## src/rtl/rxf_pkg.sv

```systemverilog
`timescale 1ns/1ps
package rxf_pkg;

    localparam int unsigned BYTE_W   = 8;
    localparam int unsigned CRC_W    = 16;
    localparam logic [CRC_W-1:0] CRC_POLY = 16'h8005;
    localparam logic [CRC_W-1:0] CRC_SEED = 16'hFFFF;
    localparam logic [BYTE_W-1:0] INF_MARK = 8'hFF;

    typedef enum logic [1:0] {
        LEN_FIXED = 2'd0,
        LEN_VAR   = 2'd1,
        LEN_INF   = 2'd2,
        LEN_INF2  = 2'd3
    } len_mode_e;

    typedef enum logic [3:0] {
        ST_IDLE,
        ST_LEN,
        ST_DATA,
        ST_CRC_HI,
        ST_CRC_LO,
        ST_APP_RSSI,
        ST_APP_LQI,
        ST_INF_ADDR,
        ST_INF_PEND,
        ST_INF_DATA
    } state_e;

    typedef struct packed {
        logic              we;
        logic [BYTE_W-1:0] data;
    } wr_t;

    typedef struct packed {
        logic restart;
        logic flush;
    } evt_t;

    // One byte of a left-shifting CRC, most significant bit first.
    function automatic logic [CRC_W-1:0] crc_step_byte(
        input logic [CRC_W-1:0]  c,
        input logic [BYTE_W-1:0] d
    );
        logic [CRC_W-1:0] r;
        logic             fb;
        r = c;
        for (int i = BYTE_W - 1; i >= 0; i--) begin
            fb = r[CRC_W-1] ^ d[i];
            r  = {r[CRC_W-2:0], 1'b0};
            if (fb) r = r ^ CRC_POLY;
        end
        return r;
    endfunction

endpackage

```

## src/rtl/rxf_crc16.sv

```systemverilog
`timescale 1ns/1ps
module rxf_crc16 import rxf_pkg::*; (
    input  logic              clk,
    input  logic              rst,
    input  logic              clr,
    input  logic              step,
    input  logic [BYTE_W-1:0] din,
    output logic [CRC_W-1:0]  crc_nxt
);
    logic [CRC_W-1:0] crc_q;

    assign crc_nxt = crc_step_byte(crc_q, din);

    always_ff @(posedge clk) begin
        if (rst || clr) crc_q <= CRC_SEED;
        else if (step)  crc_q <= crc_nxt;
    end
endmodule

```

## src/rtl/rxf_byte_ctr.sv

```systemverilog
`timescale 1ns/1ps
module rxf_byte_ctr #(
    parameter int unsigned W = 8
) (
    input  logic         clk,
    input  logic         rst,
    input  logic         load,
    input  logic [W-1:0] load_val,
    input  logic         dec,
    output logic         last
);
    logic [W-1:0] remain_q;

    assign last = (remain_q == W'(1));

    always_ff @(posedge clk) begin
        if (rst)       remain_q <= '0;
        else if (load) remain_q <= load_val;
        else if (dec)  remain_q <= remain_q - W'(1);
    end
endmodule

```

## src/rtl/rxf_addr_match.sv

```systemverilog
`timescale 1ns/1ps
module rxf_addr_match #(
    parameter int unsigned W      = 8,
    parameter int unsigned N_BC   = 2,
    parameter logic [N_BC*W-1:0] BC_LIST = {8'hFF, 8'h00}
) (
    input  logic [1:0]   mode,
    input  logic [W-1:0] node,
    input  logic [W-1:0] candidate,
    output logic         hit
);
    // Broadcast entry k is honoured when mode exceeds k+1.
    logic [N_BC-1:0] bc_hit;

    for (genvar k = 0; k < N_BC; k++) begin : g_bc
        assign bc_hit[k] = (int'(mode) > k + 1) &&
                           (candidate == BC_LIST[k*W +: W]);
    end

    assign hit = (mode == 2'd0) || (candidate == node) || (|bc_hit);
endmodule

```

## src/rtl/rx_pkt_filter.sv

```systemverilog
`timescale 1ns/1ps
module rx_pkt_filter import rxf_pkg::*; #(
    parameter int unsigned CNT_W = BYTE_W
) (
    input  logic              clk,
    input  logic              rst,
    input  logic [1:0]        cfg_len_mode,
    input  logic [7:0]        cfg_pkt_len,
    input  logic [1:0]        cfg_addr_mode,
    input  logic [7:0]        cfg_node_addr,
    input  logic              cfg_crc_en,
    input  logic              cfg_append_en,
    input  logic              cfg_autoflush_en,
    input  logic              sync_found,
    input  logic              rx_valid,
    input  logic [7:0]        rx_byte,
    input  logic [7:0]        rssi_in,
    input  logic [6:0]        lqi_in,
    output logic              fifo_we,
    output logic [7:0]        fifo_wdata,
    output logic              fifo_flush,
    output logic              rx_restart
);
    localparam int unsigned LQI_W = BYTE_W - 1;

    state_e            st_q, st_n;
    wr_t               wr_q, wr_n;
    evt_t              ev_q, ev_n;
    logic              first_q, first_n;
    logic              ok_q, ok_n;
    logic [BYTE_W-1:0] pend_q, pend_n;

    logic              crc_clr, crc_step;
    logic [CRC_W-1:0]  crc_nxt;
    logic              ctr_load, ctr_dec, ctr_last;
    logic [CNT_W-1:0]  ctr_val;
    logic              addr_hit;
    len_mode_e         lmode;
    state_e            end_st;
    logic              filt_on;

    assign lmode   = len_mode_e'(cfg_len_mode);
    assign filt_on = (cfg_addr_mode != 2'd0);
    assign end_st  = cfg_crc_en    ? ST_CRC_HI  :
                     cfg_append_en ? ST_APP_RSSI : ST_IDLE;

    rxf_crc16 i_crc (
        .clk     (clk),
        .rst     (rst),
        .clr     (crc_clr),
        .step    (crc_step),
        .din     (rx_byte),
        .crc_nxt (crc_nxt)
    );

    rxf_byte_ctr #(.W(CNT_W)) i_ctr (
        .clk      (clk),
        .rst      (rst),
        .load     (ctr_load),
        .load_val (ctr_val),
        .dec      (ctr_dec),
        .last     (ctr_last)
    );

    rxf_addr_match #(.W(BYTE_W)) i_addr (
        .mode      (cfg_addr_mode),
        .node      (cfg_node_addr),
        .candidate (rx_byte),
        .hit       (addr_hit)
    );

    always_comb begin
        st_n     = st_q;
        wr_n     = '0;
        ev_n     = '0;
        first_n  = first_q;
        ok_n     = ok_q;
        pend_n   = pend_q;
        crc_clr  = 1'b0;
        crc_step = 1'b0;
        ctr_load = 1'b0;
        ctr_dec  = 1'b0;
        ctr_val  = CNT_W'(cfg_pkt_len);

        if (sync_found) begin
            crc_clr = 1'b1;
            ok_n    = 1'b1;
            first_n = 1'b1;
            unique case (lmode)
                LEN_FIXED: begin
                    if (cfg_pkt_len == '0) begin
                        st_n = end_st;
                    end else begin
                        ctr_load = 1'b1;
                        st_n     = ST_DATA;
                    end
                end
                LEN_VAR: st_n = ST_LEN;
                default: st_n = filt_on ? ST_INF_ADDR : ST_INF_DATA;
            endcase
        end else begin
            unique case (st_q)
                ST_LEN: if (rx_valid) begin
                    if (rx_byte > cfg_pkt_len) begin
                        ev_n.restart = 1'b1;
                        st_n         = ST_IDLE;
                    end else begin
                        wr_n     = '{we: 1'b1, data: rx_byte};
                        crc_step = 1'b1;
                        if (rx_byte == '0) begin
                            st_n = end_st;
                        end else begin
                            ctr_load = 1'b1;
                            ctr_val  = CNT_W'(rx_byte);
                            st_n     = ST_DATA;
                        end
                    end
                end
                ST_DATA: if (rx_valid) begin
                    if (first_q && !addr_hit) begin
                        ev_n.restart = 1'b1;
                        st_n         = ST_IDLE;
                    end else begin
                        wr_n     = '{we: 1'b1, data: rx_byte};
                        crc_step = 1'b1;
                        ctr_dec  = 1'b1;
                        first_n  = 1'b0;
                        if (ctr_last) st_n = end_st;
                    end
                end
                ST_CRC_HI: if (rx_valid) begin
                    crc_step = 1'b1;
                    st_n     = ST_CRC_LO;
                end
                ST_CRC_LO: if (rx_valid) begin
                    crc_step = 1'b1;
                    ok_n     = (crc_nxt == '0);
                    if ((crc_nxt != '0) && cfg_autoflush_en) begin
                        ev_n.flush = 1'b1;
                        st_n       = ST_IDLE;
                    end else begin
                        st_n = cfg_append_en ? ST_APP_RSSI : ST_IDLE;
                    end
                end
                ST_APP_RSSI: begin
                    wr_n = '{we: 1'b1, data: rssi_in};
                    st_n = ST_APP_LQI;
                end
                ST_APP_LQI: begin
                    wr_n = '{we: 1'b1, data: {ok_q, lqi_in[LQI_W-1:0]}};
                    st_n = ST_IDLE;
                end
                ST_INF_ADDR: if (rx_valid) begin
                    if (addr_hit) begin
                        wr_n   = '{we: 1'b1, data: INF_MARK};
                        pend_n = rx_byte;
                        st_n   = ST_INF_PEND;
                    end else begin
                        ev_n.restart = 1'b1;
                        st_n         = ST_IDLE;
                    end
                end
                ST_INF_PEND: begin
                    wr_n = '{we: 1'b1, data: pend_q};
                    st_n = ST_INF_DATA;
                end
                ST_INF_DATA: if (rx_valid) begin
                    wr_n = '{we: 1'b1, data: rx_byte};
                end
                default: st_n = ST_IDLE;
            endcase
        end
    end

    always_ff @(posedge clk) begin
        if (rst) begin
            st_q    <= ST_IDLE;
            wr_q    <= '0;
            ev_q    <= '0;
            first_q <= 1'b0;
            ok_q    <= 1'b1;
            pend_q  <= '0;
        end else begin
            st_q    <= st_n;
            wr_q    <= wr_n;
            ev_q    <= ev_n;
            first_q <= first_n;
            ok_q    <= ok_n;
            pend_q  <= pend_n;
        end
    end

    assign fifo_we    = wr_q.we;
    assign fifo_wdata = wr_q.data;
    assign fifo_flush = ev_q.flush;
    assign rx_restart = ev_q.restart;
endmodule

```

## config.mk

```make
export PLATFORM = sky130hd
export DESIGN_NAME = rx_pkt_filter
export DESIGN_NICKNAME = d
export VERILOG_FILES = /design/src/rtl/rxf_pkg.sv /design/src/rtl/rxf_crc16.sv /design/src/rtl/rxf_byte_ctr.sv /design/src/rtl/rxf_addr_match.sv /design/src/rtl/rx_pkt_filter.sv
export SDC_FILE = /design/constraint.sdc
export NUM_CORES = 1
export LEC_CHECK = 0
export CORE_MARGIN = 5
export CORE_UTILIZATION = 45
export CTS_BUF_LIST = sky130_fd_sc_hd__clkbuf_4 sky130_fd_sc_hd__clkbuf_8
export CTS_CLUSTER_DIAMETER = 120
export CTS_CLUSTER_SIZE = 14
export DETAILED_ROUTE_END_ITERATION = 8
export GPL_TIMING_DRIVEN = 0
export PLACE_DENSITY_LB_ADDON = 0.12
export SYNTH_ARGS = -nofsm -noshare
export SYNTH_HDL_FRONTEND = slang
export SYNTH_SLANG_ARGS = --single-unit
export TNS_END_PERCENT = 10
```

## constraint.sdc

```tcl
create_clock -name clk -period 3.44 [get_ports clk]
set_clock_uncertainty 0.15 [all_clocks]
set_input_delay 0.688 -clock clk [delete_from_list [all_inputs] [get_ports clk]]
set_output_delay 0.688 -clock clk [all_outputs]
set_load 0.01 [all_outputs]
```

==> results by group, run 1 <==
Die
  • Row count: 31
  • Die ar.: roughly 9500 sq um
  • Starting Density: around 47%
  • Die width: between 90 and 100 um
  • Io pins: 61
  • Core area: 7330 sq um
  • Die height: 97.4 um

STA
  • Maximum clock rate: between 200 and 300 MHz
  • Least-Margin Pin Slew: 0.876 ns
  • Final setup vio count: 0
  • RSZ-0062 raised after global routing: true
  • Slew Viols, Final: 0
  • Final number of hold-violating endpoints: 0
  • Worst setup margin: 0.0892 ns
  • Final critical-path share of the clock period: a little under 100%
  • Final TNS setup: 0 ns
  • Fin crit period: 3.35 ns
  • Slew headroom: between 40% and 50%

Setup path
  • CP max stage cell: clkdlybuf4s50_1
  • Crit end category: flip-flop
  • Crit path max fanout: 8
  • Critical path class: in2reg
  • Worst r2r src: st_q[2]
  • Crit path launch type: input pin
  • Slowest stage delay, CP: ~0.50 ns
  • Worst EP arrival: 3.41 ns
  • Reg2reg setup slack: ~0.79 ns
  • Crit-path cells: clkdlybuf4s50_1 -> inv_1 -> ha_1 -> a21o_1 -> a21oi_1 -> o21ai_2 -> nor4_4 -> buf_4 -> nand2b_1 -> nor2_1 -> a211oi_1
  • R2R depth: 9
  • Worst flop-to-flop path endpoint: st_q[2]
  • Critical Path RT: approximately 3.5 ns

Min path
  • Worst Hold Path EP: i_ctr.remain_q[1]
  • HP Class: reg2reg
  • Hold Path Depth: 2
  • Hold_sp: i_ctr.remain_q[1]

Yosys
  • Most used DFF post-synth: dfxtp_1
  • Synthesis-stage register bit count: between 40 and 50
  • Post-Syn Nets: a little under 500
  • Register area share after synthesis: roughly 29%
  • Ys async rst share: 0%
  • Yosys warnings: 0
  • Synth Instances: around 430
  • Syn_area_per_cell: 8.02 sq um
  • Post-synth EDFFs: 0
  • Synth Cell Area: around 3400 sq um
  • Yosys cell types: 70

Drt
  • Routed len/inst: roughly 18 um
  • Routed WL: 10,900 um
  • Vias: 3,607
  • Via density: just over 6
  • Drt initial violations: between 200 and 250
  • First-pass iteration count of the detailed router: 5
  • Drt drc: 0
  • Routed Antenna Nets: 0

Clock network
  • Clock Path Buffers: 2
  • CTS tree: done
  • Clock Sinks: 49
  • Root buffer cell: clkbuf_8
  • Reg clk slew, reported paths: around 0.090 ns
  • H-tree lvl count: 2
  • Number of clock buffers inserted by TritonCTS: 5
  • Hold Buf Count CTS: 0
  • Clk_lat worst skew: 0.31 ns

Power and ir drop
  • Max VDD drop: 145 uV
  • Pwr per Cell Area: 316 nW/um^2
  • P_leak: 1.55 nW
  • Final total power: ~1.4 mW

Layout
  • Net count, final: around 560
  • Finished Core Util: 58.7%
  • Layout cell share with drive strength beyond 1: under 10%
  • Area Growth Syn to Fin: 25.1%
  • Antenna diodes: 0

Global routing
  • Remaining global-route overflow: 0
  • Global-route usage over all layers: about 23%
  • Largest net degree at the start of global routing: 16
  • First-pass GRT wire length: approximately 18,000 um
  • Initial antenna violation count: 0
  • Vias in the first global route: approximately 3,500

Outcome
  • Status: finished, final reports clean

Placed design
  • PortBufs: 59
  • GPL Wtd Cong: about 0.96
  • Post-place setup slack: -0.565 ns
  • Final HPWL DP: between 7000 and 8000 um

Flow run
  • Max_cap viols: 0
[cells in the final DEF (no fill, tap or decap), types with 5 or more instances in the layout]
cell,count
nor3_1,9
xnor2_1,14
nand4_1,5
a21oi_1,16
nand2_1,32
buf_4,5
nand3_1,25
ha_1,10
clkbuf_8,5
o21ai_0,35
clkdlybuf4s50_1,59
a222oi_1,8
buf_2,9
nor2_1,36
a31oi_1,15
a211oi_1,8
xor2_1,20
inv_1,21
nor4_1,7
clkbuf_1,11
o211ai_1,9
dfxtp_1,49
mux2i_1,8
nor2b_1,7
[area by class of cell]
| type | count | area (sq um) |
|---|---|---|
| flip-flops and latches | 49 | 981 |
| repair buffers | 62 | 613 |
| well taps | 99 | 124 |
| inverters | 21 | 78.8 |
| clock buffers | 6 | 76.3 |
| multi-input cells | 334 | 2290 |
| clock inverters | 2 | 15.0 |
| plain buffers | 25 | 129 |
| fillers | 673 | 3030 |
[sequential cells by signal (all words and copies together), names as in the netlist]
name	flops
i_crc.crc_q	16
fifo_wdata	8
i_ctr.remain_q	8
pend_q	8
st_q	4
fifo_flush	1
fifo_we	1
first_q	1
ok_q	1
rx_restart	1
[critical path, delay by kind of cell]
kind	cells	cell delay, ns
AOI/OAI and AO/OA	4	1.00
buffers and inverters	3	0.74
and+or+nand+nor	3	0.66
adders and majority gates	1	0.30
[through the flow]
| stage | std cells | instance area, sq um | hold slack, ns |
|---|---|---|---|
| floorplan | 429 | 3440 | 0.288 |
| global placement | 587 | 4160 | 0.310 |
| detailed placement | 587 | 4160 | 0.317 |
| CTS | 596 | 4280 | 0.328 |
| global route | 598 | 4300 | 0.364 |
| finish | 598 | 4300 | 0.330 |
[synthesized netlist by cell type (3+ instances only)]
cell type,instances,area share [%]
dfxtp_1,49,29
nor2_1,36,3.9
o21ai_0,36,5.2
nand2_1,32,3.5
nand3_1,25,3.6
inv_1,21,2.3
xor2_1,20,5.1
a21oi_1,16,2.3
a31oi_1,15,2.7
xnor2_1,14,3.6
clkbuf_1,12,1.3
ha_1,10,3.6
buf_2,9,1.3
nor3_1,9,1.3
o211ai_1,9,2.0
a211oi_1,8,1.7
a222oi_1,8,2.3
mux2i_1,8,2.3
nor2b_1,7,1.3
nor4_1,7,1.3
nand4_1,5,0.91
nand2b_1,4,0.73
o2bb2ai_1,4,1.0
a2111oi_0,3,0.76
a221o_1,3,0.87
and2_1,3,0.55
[routing by layer]
metal,up-vias,routed length (um),global-route usage [%]
li1,1739,-,-
met1,1715,5150,32.0
met2,141,4950,35.4
met3,12,660,4.81
met4,0,106,5.22
met5,-,0,0
[worst max path at each step]
stage,slack (ns),startpoint,cells after the start,to
finish,0.09,cfg_pkt_len[6],11,i_ctr.remain_q[0]
global route,-0.08,cfg_pkt_len[6],11,i_ctr.remain_q[0]
CTS,0.08,cfg_pkt_len[3],11,i_crc.crc_q[8]
detailed placement,-0.56,cfg_pkt_len[3],11,i_crc.crc_q[9]
global placement,-0.52,cfg_pkt_len[3],11,i_crc.crc_q[9]
floorplan,0.51,cfg_pkt_len[6],9,i_ctr.remain_q[7]
[report_power, final]
| group | switching (mW) | internal [mW] |
|---|---|---|
| Sequential | 0.0119 | 0.583 |
| Clock | 0.215 | 0.152 |
| Combinational | 0.229 | 0.170 |
[logic make-up after synthesis]
kind of cell / Yosys count / synth area share [%]
xor+xnor: 34 / 8.65
mux: 8 / 2.33
flops: 49 / 28.5
simple gates: 148 / 22.8
fa+ha+maj: 10 / 3.64
compound gates: 134 / 28.0
buf+inv: 46 / 6.00
[what timing repair did]
| action | CTS | global route |
|---|---|---|
| pin swaps | 1 | 2 |
| setup endpoints to repair | 16 | 25 |
| resized for setup | 3 | 6 |
| setup buffers | 1 | 2 |
Note: power is estimated with default switching activity, not from simulation.
==> run 2: changes to the inputs <==
--- a/config.mk
+++ b/config.mk
@@ -11,7 +11,6 @@
 export CTS_CLUSTER_DIAMETER = 120
 export CTS_CLUSTER_SIZE = 14
 export DETAILED_ROUTE_END_ITERATION = 8
-export GPL_TIMING_DRIVEN = 0
 export PLACE_DENSITY_LB_ADDON = 0.12
 export SYNTH_ARGS = -nofsm -noshare
 export SYNTH_HDL_FRONTEND = slang
==> results by group, run 2 (synthesis results as in run 1) <==
Outcome
  • Status: finished, final reports clean

STA
  • Hold WS: around 0.33 ns
  • Maximum clock rate: 314 MHz
  • Slew headroom: a little over two fifths
  • Final TNS setup: 0 ns
  • Worst setup margin: 0.257 ns
  • Final setup vio count: 0
  • Final number of hold-violating endpoints: 0
  • Slew Viols, Final: 0
  • RSZ-0062 raised after global routing: false
  • Least-Margin Pin Slew: between 0.8 and 0.9 ns
  • Final critical-path share of the clock period: roughly 93%
  • Fin crit period: approximately 3.2 ns

Die
  • Row count: 31
  • Die ar.: 9490 sq um
  • Io pins: 61
  • Die width: just under 100 um
  • Die height: just under 100 um
  • Starting Density: 46.9%
  • Core area: 7330 sq um

Layout
  • Layout cell share with drive strength beyond 1: between 10% and 20%
  • Multi-input gate area: 2270 sq um
  • Largest Register: i_crc.crc_q
  • Antenna diodes: 0
  • Largest register FFs: 16
  • Net count, final: slightly below 600
  • Post-route cell area: 4590 sq um
  • Fill count: 629
  • Area Growth Syn to Fin: 33.3%
  • Most frequent cells in the layout: 60 x clkdlybuf4s50_1, 50 x buf_4, 49 x dfxtp_1
  • Reg area: around 980 sq um
  • Commonest non-fill, non-tap cell in the layout: clkdlybuf4s50_1

Placed design
  • Placed cell area: 4430 sq um
  • PortBufs: 60
  • GPL Wtd Cong: just over 0.9
  • Post-place setup slack: -0.313 ns
  • Final HPWL DP: between 8000 and 9000 um

Clock network
  • Reg clk slew, reported paths: 0.09 ns
  • Number of clock buffers inserted by TritonCTS: 5
  • Clk_lat worst skew: ~0.30 ns
  • Clock Sinks: 49
  • Root buffer cell: clkbuf_8
  • H-tree lvl count: 2
  • Clock Path Buffers: 2
  • CTS tree: done

Setup path
  • Crit path launch type: input pin
  • Crit path max fanout: 7
  • Critical path class: in2reg
  • Crit end category: flip-flop
  • Critical Path RT: 3.48 ns
  • R2R depth: 7
  • Worst EP arrival: between 3 and 4 ns

Global routing
  • Initial antenna violation count: 0
  • First-pass GRT wire length: 17,900 um
  • Vias in the first global route: 3,480
  • Largest net degree at the start of global routing: 22
  • Global-route usage over all layers: roughly 23%
  • Remaining global-route overflow: 0

Min path
  • HP Class: reg2reg
  • Hold Path Depth: 2

Flow run
  • Max_cap viols: 0

Power and ir drop
  • Max VDD drop: 148 uV
  • Final total power: between 1 and 1.5 mW
  • P_leak: 1.74 nW
  • Pwr per Cell Area: between 300 and 400 nW/um^2

Drt
  • Drt initial violations: 214
  • Drt drc: 0
  • Routed len/inst: about 18 um
  • First-pass iteration count of the detailed router: 5
  • Via density: approximately 5.8
  • Vias: roughly 3,600
  • Routed Antenna Nets: 0
  • Routed WL: between 10,000 and 15,000 um
run 2: cell types whose count changed in the layout (fill, tap and decap cells not counted), moves of 2 or more:
cell	delta
clkbuf_1	-11
buf_6	-2
buf_12	+2
buf_4	+45
buf_2	-9
run 2: per-stage QoR:
stage,util (%),std cells
after floorplan,-,429
after global placement,60.5,614
after detailed placement,60.5,614
after CTS,62.3,622
after global routing,62.6,623
final,62.6,623
run 2: critical path, stage by stage:
cell and delay (ns):
clkdlybuf4s50_1 0.50, buf_4 0.19, xor2_1 0.17, nor4_1 0.08
buf_4 0.14, a21oi_2 0.37, nand2_1 0.15, o41ai_1 0.38
o21ai_0 0.14, a2111oi_1 0.41
run 2: report_power, final:
group          total, mW  switching, mW  internal, mW
Sequential         0.604         0.0211         0.583
Combinational      0.422          0.221         0.201
Clock              0.435          0.198         0.237
run 2: per-layer routing:
metal | track usage [%] | up-vias | routed length [um]
met5 | 0 | - | 0
met4 | 4.26 | 0 | 80
met3 | 3.73 | 8 | 738
met2 | 37.4 | 142 | 5160
met1 | 30.9 | 1700 | 4950
li1 | - | 1784 | -
run 2: path summary, 6_finish.rpt:
check	startpoint	endpoint	slack [ns]
max	rx_byte[2]	rx_restart	0.26
min	i_ctr.remain_q[1]	i_ctr.remain_q[1]	0.33
max reg2reg	st_q[0]	i_crc.crc_q[6]	0.84
min reg2reg	i_ctr.remain_q[1]	i_ctr.remain_q[1]	0.33
run 2: cell type report:
type / instances / area share (%)
well taps: 99 / 2.70
flip-flops and latches: 49 / 21.4
multi-input cells: 334 / 49.4
clock buffers: 6 / 1.80
inverters: 21 / 1.72
repair buffers: 112 / 22.2
clock inverters: 2 / 0.819
run 2: repair_timing:
action / CTS / global route
buffers inserted: 0 / 1
resized for setup: 1 / 1
pin swaps: 0 / 1
endpoints found under the setup margin: 1 / 8
hold buffers: 0 / 0
==> run 3: changes to the inputs <==
--- a/config.mk
+++ b/config.mk
@@ -5,12 +5,14 @@
 export SDC_FILE = /design/constraint.sdc
 export NUM_CORES = 1
 export LEC_CHECK = 0
+export CAP_MARGIN = 10
 export CORE_MARGIN = 5
 export CORE_UTILIZATION = 45
 export CTS_BUF_LIST = sky130_fd_sc_hd__clkbuf_4 sky130_fd_sc_hd__clkbuf_8
 export CTS_CLUSTER_DIAMETER = 120
-export CTS_CLUSTER_SIZE = 14
+export CTS_CLUSTER_SIZE = 8
 export DETAILED_ROUTE_END_ITERATION = 8
+export GPL_ROUTABILITY_DRIVEN = 0
 export PLACE_DENSITY_LB_ADDON = 0.12
 export SYNTH_ARGS = -nofsm -noshare
 export SYNTH_HDL_FRONTEND = slang
==> results by group, run 3 (synthesis results as in run 1) <==
Outcome
  • Status: finished, final reports clean

Die
  • Die width: a little under 100 um
  • Die height: between 90 and 100 um
  • Core area: ~7300 sq um
  • Starting Density: 46.9%
  • Io pins: a little over 60
  • Die ar.: roughly 9500 sq um
  • Row count: 31

Power and ir drop
  • Seq pwr share: 39.7%
  • Clock power share: around a third
  • Combinational power share: between 20% and 30%
  • NetSw: about 460 uW
  • Sw frac: between 30% and 40%
  • Pwr per Cell Area: ~340 nW/um^2
  • P_leak: ~1.7 nW
  • Max VDD drop: around 210 uV
  • Pint: ~1.1 mW

STA
  • Final critical-path share of the clock period: about 94%
  • Final setup vio count: 0
  • Maximum clock rate: approximately 310 MHz
  • Fin crit period: approximately 3.2 ns
  • Slew Viols, Final: 0
  • Hold WS: ~0.34 ns
  • Worst setup margin: between 0.2 and 0.25 ns
  • Final number of hold-violating endpoints: 0
  • Least-Margin Pin Slew: 0.903 ns
  • Slew headroom: 39.6%
  • Final TNS setup: 0 ns
  • RSZ-0062 raised after global routing: false

Drt
  • Via density: approximately 5.9
  • Routed Antenna Nets: 0
  • Drt drc: 0
  • Vias: 3,604
  • Routed len/inst: 18.0 um
  • First-pass iteration count of the detailed router: 6
  • Drt initial violations: between 200 and 300
  • Routed WL: ~11,000 um

Placed design
  • Placed cell area: roughly 4400 sq um
  • Final HPWL DP: just over 8000 um
  • PortBufs: 60
  • Post-place setup slack: -0.292 ns

Setup path
  • Critical path class: in2reg
  • Crit path max fanout: 16
  • Critical Path RT: 3.52 ns
  • Crit path launch type: input pin
  • Crit end category: flip-flop
  • Worst EP arrival: about 3.3 ns

Clock network
  • Clk_lat worst skew: ~0.32 ns
  • Reg clk slew, reported paths: roughly 0.1 ns
  • H-tree lvl count: 2
  • Clock Sinks: 49
  • CTS tree: done
  • Root buffer cell: clkbuf_8
  • Number of clock buffers inserted by TritonCTS: 5
  • Clock Path Buffers: 2
  • Hold Buf Count CTS: 0

Layout
  • Layout cell share with drive strength beyond 1: between 10 and 15%
  • Commonest non-fill, non-tap cell in the layout: clkdlybuf4s50_1
  • Net count, final: roughly 570
  • Area Growth Syn to Fin: 31.7%
  • Largest register FFs: 16
  • Post-route cell area: between 4000 and 5000 sq um
  • Antenna diodes: 0
  • Most frequent cells in the layout: 60 x clkdlybuf4s50_1, 49 x dfxtp_1, 42 x buf_4
  • Fill count: 647
  • Largest Register: i_crc.crc_q

Flow run
  • Max_cap viols: 0

Global routing
  • Initial antenna violation count: 0
  • Largest net degree at the start of global routing: 22
  • Remaining global-route overflow: 0
  • Vias in the first global route: approximately 3,500
  • First-pass GRT wire length: 18,000 um
  • Global-route usage over all layers: between 20% and 30%

Min path
  • HP Class: reg2reg
[run 3: changes by cell type in the layout (fill, tap and decap cells not counted)]
| cell | previous run | this run |
|---|---|---|
| a21oi_2 | 2 | 1 |
| clkinvlp_4 | 1 | 0 |
| buf_12 | 2 | 1 |
| buf_4 | 50 | 42 |
| a21oi_4 | 1 | 2 |
| clkbuf_8 | 6 | 5 |
| bufinv_16 | 1 | 2 |
| inv_6 | 0 | 1 |
[run 3: path summary, 6_finish.rpt]
path | from | endpoint | slack (ns) | cells past startpoint
setup reg to reg | st_q[0] | i_crc.crc_q[6] | 0.86 | 7
hold reg to reg | i_ctr.remain_q[1] | i_ctr.remain_q[1] | 0.34 | 2
setup / recovery | cfg_pkt_len[4] | i_crc.crc_q[6] | 0.21 | 10
hold / removal | i_ctr.remain_q[1] | i_ctr.remain_q[1] | 0.34 | 2
[run 3: worst max-delay path, stage by stage]
cell	delay [ns]
clkdlybuf4s50_1	0.50
inv_1	0.05
ha_1	0.29
nand3_1	0.15
o21bai_1	0.23
a31oi_2	0.23
o21ai_0	0.23
a221oi_4	0.61
o21ai_0	0.23
o311ai_2	0.11
[run 3: layout make-up]
class                   instances  area (sq um)  share of cell area (%)
clock buffers                   5          68.8                    1.52
clock inverters                 3          68.8                    1.52
inverters                      21          78.8                    1.74
multi-input cells             334          2270                    50.2
flip-flops and latches         49           981                    21.7
well taps                      99           124                    2.73
repair buffers                103           936                    20.7
[run 3: per-stage QoR]
stage | utilization (%) | power, mW | std cells
global route | 61.8 | 1.59 | 614
detailed placement | 59.7 | 1.02 | 606
CTS | 61.5 | 1.52 | 614
floorplan | - | 0.854 | 429
global placement | 59.7 | 1.01 | 606
finish | 61.8 | 1.52 | 614
[run 3: routing by layer]
layer,vias up,wire [um],track usage [%]
met5,-,0,0
met4,0,109,3.94
met3,14,596,4.31
met2,137,5110,37.3
met1,1695,5230,31.7
li1,1758,-,-
[run 3: what timing repair did]
| item | CTS | global route |
|---|---|---|
| hold endpoints to repair | 0 | 0 |
| setup endpoints to repair | 0 | 17 |
| buffers inserted | 0 | 0 |
| gates resized for setup | 0 | 3 |
[run 3: power by group through the flow]
stage / logic [mW] / registers (mW) / clock network (mW)
floorplan: 0.248 / 0.605 / 0
global placement: 0.394 / 0.616 / 0
detailed placement: 0.398 / 0.617 / 0
CTS: 0.402 / 0.604 / 0.518
global route: 0.445 / 0.607 / 0.542
finish: 0.409 / 0.605 / 0.510
